## config.mk

```make
export PLATFORM = sky130hd
export DESIGN_NAME = rowscan_refresh
export DESIGN_NICKNAME = d
export VERILOG_FILES = /design/src/rtl/rowscan_pkg.sv /design/src/rtl/rowscan_timer.sv /design/src/rtl/rowscan_fetch.sv /design/src/rtl/rowscan_drive.sv /design/src/rtl/rowscan_refresh.sv
export SDC_FILE = /design/constraint.sdc
export NUM_CORES = 1
export LEC_CHECK = 0
export ABC_AREA = 1
export BUFFER_PORTS_ARGS = -buffer_cell sky130_fd_sc_hd__buf_2
export CAP_MARGIN = 10
export CORE_MARGIN = 2
export CORE_UTILIZATION = 51
export CTS_CLUSTER_SIZE = 28
export DETAILED_ROUTE_END_ITERATION = 7
export GPL_ROUTABILITY_DRIVEN = 0
export PLACE_DENSITY = 0.77
export SYNTH_ARGS = -nofsm -noshare
export SYNTH_HDL_FRONTEND = slang
export SYNTH_SLANG_ARGS = --single-unit
```

## constraint.sdc

```tcl
create_clock -name clk -period 5.19 [get_ports clk]
set_input_delay 0.7785 -clock clk [delete_from_list [all_inputs] [get_ports clk]]
set_output_delay 0.7785 -clock clk [all_outputs]
set_load 0.01 [all_outputs]
```

## src/rtl/rowscan_pkg.sv

```systemverilog
package rowscan_pkg;

    // Lit sub-steps out of a 15-step grid for each brightness code.
    function automatic logic [3:0] duty_steps(input logic [2:0] code);
        case (code)
            3'd0:    duty_steps = 4'd15;
            3'd1:    duty_steps = 4'd12;
            3'd2:    duty_steps = 4'd8;
            3'd3:    duty_steps = 4'd6;
            3'd4:    duty_steps = 4'd4;
            3'd5:    duty_steps = 4'd3;
            3'd6:    duty_steps = 4'd2;
            default: duty_steps = 4'd0;
        endcase
    endfunction

endpackage

```

## src/rtl/rowscan_timer.sv

```systemverilog
module rowscan_timer #(
    parameter int SLOT_CLKS    = 32,
    parameter int ROWS         = 7,
    parameter int PHASE_FRAMES = 128,
    localparam int SLOT_W      = $clog2(SLOT_CLKS),
    localparam int ROW_W       = $clog2(ROWS),
    localparam int FRAME_W     = $clog2(PHASE_FRAMES)
) (
    input  logic              clk,
    input  logic              rst_n,
    output logic [SLOT_W-1:0] slot_o,
    output logic [ROW_W-1:0]  row_o,
    output logic [ROW_W-1:0]  next_row_o,
    output logic              slot_end_o,
    output logic              phase_next_o
);

    typedef struct packed {
        logic [SLOT_W-1:0]  slot;
        logic [ROW_W-1:0]   row;
        logic [FRAME_W-1:0] frame;
    } tmr_t;

    tmr_t tmr_d, tmr_q;
    logic last_slot, last_row;
    logic [ROW_W-1:0] row_inc;

    always_comb begin
        last_slot = (tmr_q.slot == SLOT_W'(SLOT_CLKS - 1));
        last_row  = (tmr_q.row == ROW_W'(ROWS - 1));
        row_inc   = last_row ? '0 : tmr_q.row + ROW_W'(1);
        tmr_d     = tmr_q;
        tmr_d.slot = last_slot ? '0 : tmr_q.slot + SLOT_W'(1);
        if (last_slot) begin
            tmr_d.row = row_inc;
            if (last_row) begin
                tmr_d.frame = (tmr_q.frame == FRAME_W'(PHASE_FRAMES - 1))
                            ? '0 : tmr_q.frame + FRAME_W'(1);
            end
        end
    end

    always_ff @(posedge clk) begin
        if (!rst_n) tmr_q <= '0;
        else        tmr_q <= tmr_d;
    end

    assign slot_o       = tmr_q.slot;
    assign row_o        = tmr_q.row;
    assign next_row_o   = row_inc;
    assign slot_end_o   = last_slot;
    assign phase_next_o = tmr_d.frame[FRAME_W-1];

    AST_ROW_HOLD: assert property (@(posedge clk) disable iff (!rst_n)
        (tmr_q.slot != SLOT_W'(SLOT_CLKS - 1)) |=> $stable(tmr_q.row));
    AST_ROW_RANGE: assert property (@(posedge clk) disable iff (!rst_n)
        (int'(tmr_q.row) < ROWS));
    AST_FRAME_HOLD: assert property (@(posedge clk) disable iff (!rst_n)
        !(last_slot && last_row) |=> $stable(tmr_q.frame));

endmodule

```

## src/rtl/rowscan_fetch.sv

```systemverilog
module rowscan_fetch #(
    parameter int DIGITS   = 8,
    parameter int COLS     = 5,
    parameter int SLOT_W   = 5,
    parameter int ROW_W    = 3,
    localparam int DIG_W   = $clog2(DIGITS),
    localparam int GLYPH_W = DIGITS * COLS
) (
    input  logic               clk,
    input  logic               rst_n,
    input  logic [SLOT_W-1:0]  slot_i,
    input  logic [ROW_W-1:0]   next_row_i,
    output logic [DIG_W-1:0]   fetch_digit,
    output logic [ROW_W-1:0]   fetch_row,
    input  logic [7:0]         char_code,
    input  logic [COLS-1:0]    font_bits,
    input  logic [COLS-1:0]    udc_bits,
    output logic [GLYPH_W-1:0] shadow_o
);

    typedef struct packed {
        logic [GLYPH_W-1:0] shadow;
    } fet_t;

    fet_t fet_d, fet_q;
    logic [COLS-1:0] pick;

    always_comb begin
        pick  = char_code[7] ? udc_bits : font_bits;
        fet_d = fet_q;
        if (int'(slot_i) < DIGITS) begin
            fet_d.shadow[int'(slot_i[DIG_W-1:0]) * COLS +: COLS] = pick;
        end
    end

    always_ff @(posedge clk) begin
        if (!rst_n) fet_q <= '0;
        else        fet_q <= fet_d;
    end

    assign fetch_digit = slot_i[DIG_W-1:0];
    assign fetch_row   = next_row_i;
    assign shadow_o    = fet_q.shadow;

    AST_SHADOW_HOLD: assert property (@(posedge clk) disable iff (!rst_n)
        (int'(slot_i) >= DIGITS) |=> $stable(fet_q.shadow));

endmodule

```

## src/rtl/rowscan_drive.sv

```systemverilog
module rowscan_drive
    import rowscan_pkg::*;
#(
    parameter int DIGITS    = 8,
    parameter int COLS      = 5,
    parameter int ROWS      = 7,
    parameter int SLOT_CLKS = 32,
    parameter int ROW_W     = 3,
    localparam int SLOT_W   = $clog2(SLOT_CLKS),
    localparam int GLYPH_W  = DIGITS * COLS,
    localparam int STEP     = SLOT_CLKS / 16
) (
    input  logic               clk,
    input  logic               rst_n,
    input  logic [SLOT_W-1:0]  slot_i,
    input  logic [ROW_W-1:0]   row_i,
    input  logic               slot_end_i,
    input  logic               phase_next_i,
    input  logic [GLYPH_W-1:0] shadow_i,
    input  logic [7:0]         ctrl_word,
    input  logic [DIGITS-1:0]  flash_bits,
    output logic [GLYPH_W-1:0] col_out,
    output logic [ROWS-1:0]    row_strobe
);

    typedef struct packed {
        logic [GLYPH_W-1:0] glyph;
        logic [2:0]         bright;
        logic               flash_en;
        logic               blink;
        logic [DIGITS-1:0]  fmask;
        logic               phase;
    } drv_t;

    drv_t drv_d, drv_q;
    logic lit;
    int   on_clks;

    always_comb begin
        drv_d = drv_q;
        if (slot_end_i) begin
            drv_d.glyph    = shadow_i;
            drv_d.bright   = ctrl_word[2:0];
            drv_d.flash_en = ctrl_word[3];
            drv_d.blink    = ctrl_word[4];
            drv_d.fmask    = flash_bits;
            drv_d.phase    = phase_next_i;
        end
    end

    always_ff @(posedge clk) begin
        if (!rst_n) drv_q <= '0;
        else        drv_q <= drv_d;
    end

    always_comb begin
        on_clks = int'(duty_steps(drv_q.bright)) * STEP;
        lit     = (slot_i != '0) && (int'(slot_i) <= on_clks);
        row_strobe = '0;
        row_strobe[row_i] = 1'b1;
    end

    for (genvar g = 0; g < DIGITS; g++) begin : g_digit
        logic hide;
        assign hide = drv_q.phase & (drv_q.blink | (drv_q.flash_en & drv_q.fmask[g]));
        assign col_out[g*COLS +: COLS] = (lit && !hide) ? drv_q.glyph[g*COLS +: COLS] : '0;
    end

    AST_BLANK_CODE: assert property (@(posedge clk) disable iff (!rst_n)
        (drv_q.bright == 3'b111) |-> (col_out == '0));
    AST_BLINK_DARK: assert property (@(posedge clk) disable iff (!rst_n)
        (drv_q.blink && drv_q.phase) |-> (col_out == '0));
    AST_ATTR_HOLD: assert property (@(posedge clk) disable iff (!rst_n)
        !slot_end_i |=> $stable(drv_q));

endmodule

```

## src/rtl/rowscan_refresh.sv

```systemverilog
module rowscan_refresh #(
    parameter int DIGITS       = 8,
    parameter int COLS         = 5,
    parameter int ROWS         = 7,
    parameter int SLOT_CLKS    = 32,
    parameter int PHASE_FRAMES = 128,
    localparam int DIG_W       = $clog2(DIGITS),
    localparam int ROW_W       = $clog2(ROWS),
    localparam int SLOT_W      = $clog2(SLOT_CLKS),
    localparam int GLYPH_W     = DIGITS * COLS
) (
    input  logic               clk,
    input  logic               rst_n,
    input  logic [7:0]         ctrl_word,
    input  logic [DIGITS-1:0]  flash_bits,
    output logic [DIG_W-1:0]   fetch_digit,
    output logic [ROW_W-1:0]   fetch_row,
    input  logic [7:0]         char_code,
    input  logic [COLS-1:0]    font_bits,
    input  logic [COLS-1:0]    udc_bits,
    output logic [GLYPH_W-1:0] col_out,
    output logic [ROWS-1:0]    row_strobe
);

    logic [SLOT_W-1:0]  slot;
    logic [ROW_W-1:0]   row, next_row;
    logic               slot_end, phase_next;
    logic [GLYPH_W-1:0] shadow;

    rowscan_timer #(
        .SLOT_CLKS(SLOT_CLKS), .ROWS(ROWS), .PHASE_FRAMES(PHASE_FRAMES)
    ) u_timer (
        .clk(clk), .rst_n(rst_n), .slot_o(slot), .row_o(row),
        .next_row_o(next_row), .slot_end_o(slot_end), .phase_next_o(phase_next)
    );

    rowscan_fetch #(
        .DIGITS(DIGITS), .COLS(COLS), .SLOT_W(SLOT_W), .ROW_W(ROW_W)
    ) u_fetch (
        .clk(clk), .rst_n(rst_n), .slot_i(slot), .next_row_i(next_row),
        .fetch_digit(fetch_digit), .fetch_row(fetch_row), .char_code(char_code),
        .font_bits(font_bits), .udc_bits(udc_bits), .shadow_o(shadow)
    );

    rowscan_drive #(
        .DIGITS(DIGITS), .COLS(COLS), .ROWS(ROWS), .SLOT_CLKS(SLOT_CLKS), .ROW_W(ROW_W)
    ) u_drive (
        .clk(clk), .rst_n(rst_n), .slot_i(slot), .row_i(row), .slot_end_i(slot_end),
        .phase_next_i(phase_next), .shadow_i(shadow), .ctrl_word(ctrl_word),
        .flash_bits(flash_bits), .col_out(col_out), .row_strobe(row_strobe)
    );

    AST_ROW_ONEHOT: assert property (@(posedge clk) disable iff (!rst_n)
        $onehot(row_strobe));
    AST_ROW_ROTATE: assert property (@(posedge clk) disable iff (!rst_n)
        slot_end |=> (row_strobe == (($past(row_strobe) << 1) | ($past(row_strobe) >> (ROWS - 1)))));
    AST_DARK_AT_CHANGE: assert property (@(posedge clk) disable iff (!rst_n)
        !$stable(row_strobe) |-> (col_out == '0));

endmodule

```

### After elaboration in Yosys (flattened, before gate mapping)

Index checks and enable logic that the tools add are counted.

* register bits after elaboration: 109
* input port bits: 36
* output and inout bits: 53
* word-level logic and storage cells: 95

* add/subtract/negate cells: 4
* $mul: 1
* $lt $le $gt $ge: 4
* eq/ne operators: 9
* shift-type cells: 2
* muxes and demuxes: 17
* bitwise operators: 25
* reduce and logical (&&, ||, !) cells: 22

Operator list (count)
* 2-to-1 mux 5 bit: 9
* bitwise mux 40 bit: 1
* variable shift 5 x 33 -> 40 bit (first input constant): 1
* indexed part select 5 x 33 -> 40 bit: 1
* negator 32 -> 33 bit: 1
* case mux 4 bit (7 select lines): 1
* 2-to-1 mux 7 bit: 3
* AND 1 bit: 16
* == test 3 bit (second input constant): 4
* logical AND 1 bit: 10
* logical NOT 1 bit: 8
* bitwise OR 1 bit: 8
* adder 7 x 1 -> 7 bit (second input constant): 1
* == test 7 bit (second input constant): 1
* == test 3 x 2 -> 1 bit (second input constant): 2
* multiplier 3 x 3 -> 6 bit (second input constant): 1
* adder 5 x 1 -> 5 bit (second input constant): 1
* == test 5 bit (second input constant): 1
* <= comparator 5 bit: 1
* < comparator 5 x 4 -> 1 bit (second input constant): 1
* nonzero test 5 bit: 1
* < comparator 3 x 4 -> 1 bit (second input constant): 1
* adder 3 x 1 -> 3 bit (second input constant): 1
* demux 1 bit (select 3 bit): 1
* 8 further kinds: 8

### Depth between registers and ports, before layout

* word-level depth: 6
* gate-level depth with buffers: 11
* gate-level depth less buffers: 11

### Modules after synthesis

From an unflattened synthesis, not the netlist that was laid out.

* cells, all modules: 767
* area total of the unflattened synthesis: 5323.9 µm²

Modules (own cells, without submodules)
* rowscan_drive: times used 1, cells each 346, area an instance 2496.1 µm², sequential area each 1081.0 µm²
* rowscan_fetch: times used 1, cells each 318, area an instance 2077.0 µm², sequential area each 800.8 µm²
* rowscan_timer: times used 1, cells each 103, area an instance 750.7 µm², sequential area each 300.3 µm²

### Least setup slack after synthesis

OpenSTA, ideal clock, no wires.

* kind: register to output
* start point: register u_drive.drv_q[11] (netlist bit)
* end point: output col_out[10]
* arrival: 1660 ps
* data required time: 4411 ps
* slack: 2752 ps
* cell stages (with the launch flop): 11
* buffers on the path: 0
* cells stage by stage: dfxtp_1 -> xor2_1 -> xor2_1 -> ha_1 -> inv_1 -> o21bai_1 -> nand2_1 -> nand2_1 -> nand2_1 -> nand3_1 -> nor2_1

* word-level cells in the longest chain between the ends: 6
* elaborated cells on any way between the ends: 12
* classes of those cells: 1 x order compare; 6 x eq/ne; 2 x mux; 3 x reduce/logical

Ends and longest elaborated chain
* start, declared: RTL line rowscan_drive.sv:35 `drv_t drv_d, drv_q;`
* start signal, assigned: RTL line rowscan_drive.sv:53 `else drv_q <= drv_d;`
* == test 3 bit (tied with other cells): RTL line rowscan_pkg.sv:5 `case (code)`
* case mux 4 bit (7 select lines) *: RTL line rowscan_pkg.sv:5
* <= comparator 5 bit *: RTL line rowscan_drive.sv:58 `lit = (slot_i != '0) && (int'(slot_i) <= on_clks);`
* logical AND 1 bit *: RTL line rowscan_drive.sv:58
* logical AND 1 bit *: RTL line rowscan_drive.sv:66 `assign col_out[g*COLS +: COLS] = (lit && !hide) ? drv_q.glyph[g*COLS +: COLS] : '0;`
* 2-to-1 mux 5 bit *: RTL line rowscan_drive.sv:66
* end, declared: RTL line rowscan_refresh.sv:21 `output logic [GLYPH_W-1:0] col_out,`

Mark *: on every way between the ends. The rest lies on a longest branch, timed or not.

### Final worst setup path

* start point: register u_drive.drv_q[11] (netlist bit)
* end point: output col_out[11]

Same word-level chain as after synthesis.

==> results.json <==
{
  "wl_per_cell_um": 12.3,
  "dr.pass1.iters": 5,
  "postRouteWirelength_um": 10900,
  "max_freq_ghz": 0.303,
  "setup_slack_ns": 1.89,
  "areaGrowthSynthToFinish_pct": 13.5,
  "max-vdd-ir-drop_uv": 146,
  "ys_top_cells_by_area": "dfxtp_1, nor2_1, nand2_1, inv_1, nand3_1",
  "leakage_nw": 2.66,
  "cts_max_path_buffers": 2,
  "grt_max_degree": 81,
  "n_antenna_cell": 0,
  "path_max_fanout": 8,
  "fin_tns_setup_ns": 0,
  "synth-edff-count": 0,
  "arrival_ns": 2.52,
  "grt_pass1_vias": 4226,
  "grt_pass1_wl_um": 18900,
  "synth_ff_type": "dfxtp_1",
  "vias_per_cell": 4.97,
  "clock-skew-final_ns": 0.0122,
  "grt_use_total_pct": 22.8,
  "tritoncts": "yes",
  "clk_pin_slew_ns": 0.09,
  "clock_latency_ns": 0.37,
  "syn-num-nets": 738,
  "grt-ovfl-total": 0,
  "yosysMostFrequentCell": "nor2_1",
  "ys.warnings.count": 0,
  "finish.net_count": 803,
  "async_flop_share_pct": 0,
  "io_buffers": 78,
  "worst_ep_required_time_ns": 4.41,
  "synth-seq-cells": 109,
  "die_h_um": 102,
  "tightest_slew_ns": 0.735,
  "drt_iter0_drc": 187,
  "vias": 4426,
  "critPathKind": "flop to output port",
  "fin_crit_sh_pct": 63.6,
  "htreeDepth": 3,
  "grt_antenna_before_repair": 0,
  "dp_slack_ns": 2.37,
  "drc": 0,
  "grt_use_met2_pct": 37.7,
  "startpoint_type": "flop",
  "rsz0062_at_grt": "false",
  "syn_avg_cell_area_um2": 7.08,
  "dp_hpwl_um": 7860,
  "fp.coreArea_mm2": 0.00928,
  "gr-usage-met1_pct": 29.5,
  "drv_cap": 0,
  "post_cts_resized": 0,
  "synth_top_cell_area_share_pct": 44.6,
  "cts_setup_buffers": 0,
  "synth_top_area_cell": "dfxtp_1",
  "rows": 35,
  "seq_area_frac_synth_pct": 44.6,
  "die_w_um": 102,
  "p_per_area_mw_per_mm2": 286,
  "crit_path_end_kind": "output port",
  "maxSlewViolCount": 0,
  "drtAntennaViolNets": 0,
  "synth.cell_area_mm2": 0.00489,
  "cts_made_buffers": 9,
  "io_pins": 89,
  "cts_hold_buf": 0,
  "netlist_instances": 691,
  "drive_above_1_share_pct": 16.3,
  "yosysUniqueCellTypes": 34,
  "period_minus_slack_ns": 3.30,
  "synth_common_cells": "nor2_1, nand2_1, dfxtp_1, inv_1, nand3_1",
  "slew_headroom_pct": 51.0,
  "top_usage_layer": "met2",
  "status": "completed",
  "hold_viol": 0,
  "dieArea_mm2": 0.0104,
  "start_util_pct": 52.7,
  "hold_class": "flop to flop",
  "finalSetupViolations": 0,
  "cts_root_buf": "clkbuf_8",
  "clock_sink_count": 109,
  "met3_usage_pct": 4.45
}
[critical path, cell delays in order (launching register included)]
cell	delay, ns
dfxtp_1	0.39
xor2_1	0.23
xor2_1	0.19
ha_1	0.26
inv_1	0.06
o21bai_1	0.06
nand2_1	0.06
nand2_1	0.04
nand2_1	0.19
nand3_1	0.29
nor2_1	0.23
buf_2	0.16
[power breakdown]
| group | internal [mW] | switching [mW] | total, mW |
|---|---|---|---|
| Combinational | 0.0543 | 0.125 | 0.179 |
| Clock | 0.251 | 0.279 | 0.530 |
| Sequential | 0.861 | 0.0148 | 0.876 |
| Total | 1.17 | 0.419 | 1.58 |
[through the flow]
| step | cell area [um^2] | util (%) | hold slack, ns | std cells | total power [mW] |
|---|---|---|---|---|---|
| after CTS | 5550 | 59.8 | 0.459 | 890 | 1.59 |
| after global placement | 5340 | 57.5 | 0.429 | 874 | 1.07 |
| after detailed placement | 5340 | 57.5 | 0.437 | 874 | 1.07 |
| final | 5550 | 59.8 | 0.456 | 890 | 1.58 |
| after global routing | 5550 | 59.8 | 0.482 | 890 | 1.66 |
| after floorplan | 4890 | - | 0.419 | 691 | 1.03 |
[metal layers]
metal / share of wire (%) / wire (um)
met1: 48 / 5290
met2: 45 / 4870
met3: 5.1 / 555
met4: 1.8 / 191
met5: 0 / 0
[cell type report]
type / count / area (um^2)
clock buffers: 11 / 151
flip-flops and latches: 109 / 2180
multi-input cells: 452 / 2190
fillers: 858 / 3730
well taps: 129 / 161
clock inverters: 5 / 57.6
repair buffers: 81 / 413
inverters: 103 / 392
[logic make-up (layout without fill, tap and decap cells)]
logic type      count (synthesis)  after routing  share of synthesized area, %
xor+xnor                        3              3                         0.537
buf+inv                       130            200                          10.5
flops                         109            109                          44.6
simple gates                  349            349                          31.9
fa+ha+maj                      11             11                          2.81
compound gates                 89             89                          9.59
[flip-flops by register name, summed over array words and instances, names as in the netlist]
register          count
u_drive.drv_q        54
u_fetch.shadow_o     40
u_timer.row_o         3
u_timer.slot_o        5
u_timer.tmr_q         7
[layout by cell type (no fill, tap or decap), types with 9 or more instances in the layout]
cell type	netlist	final
a21oi_1	10	10
buf_2	9	78
clkbuf_8	0	11
dfxtp_1	109	109
ha_1	11	11
inv_1	96	96
nand2_1	110	110
nand3_1	54	54
nor2_1	155	155
o21ai_0	52	52
o21ai_1	9	9
o22ai_1	17	17
[path summary, 6_finish.rpt]
check	start	endpoint	slack, ns	cells after the start
max	u_drive.drv_q[11]	col_out[11]	1.89	11
min reg2reg	u_drive.drv_q[4]	u_drive.drv_q[4]	0.46	2
min	u_drive.drv_q[4]	u_drive.drv_q[4]	0.46	2
max reg2reg	u_timer.slot_o[0]	u_drive.drv_q[27]	2.55	7
Note: power is estimated with default switching activity, not from simulation.
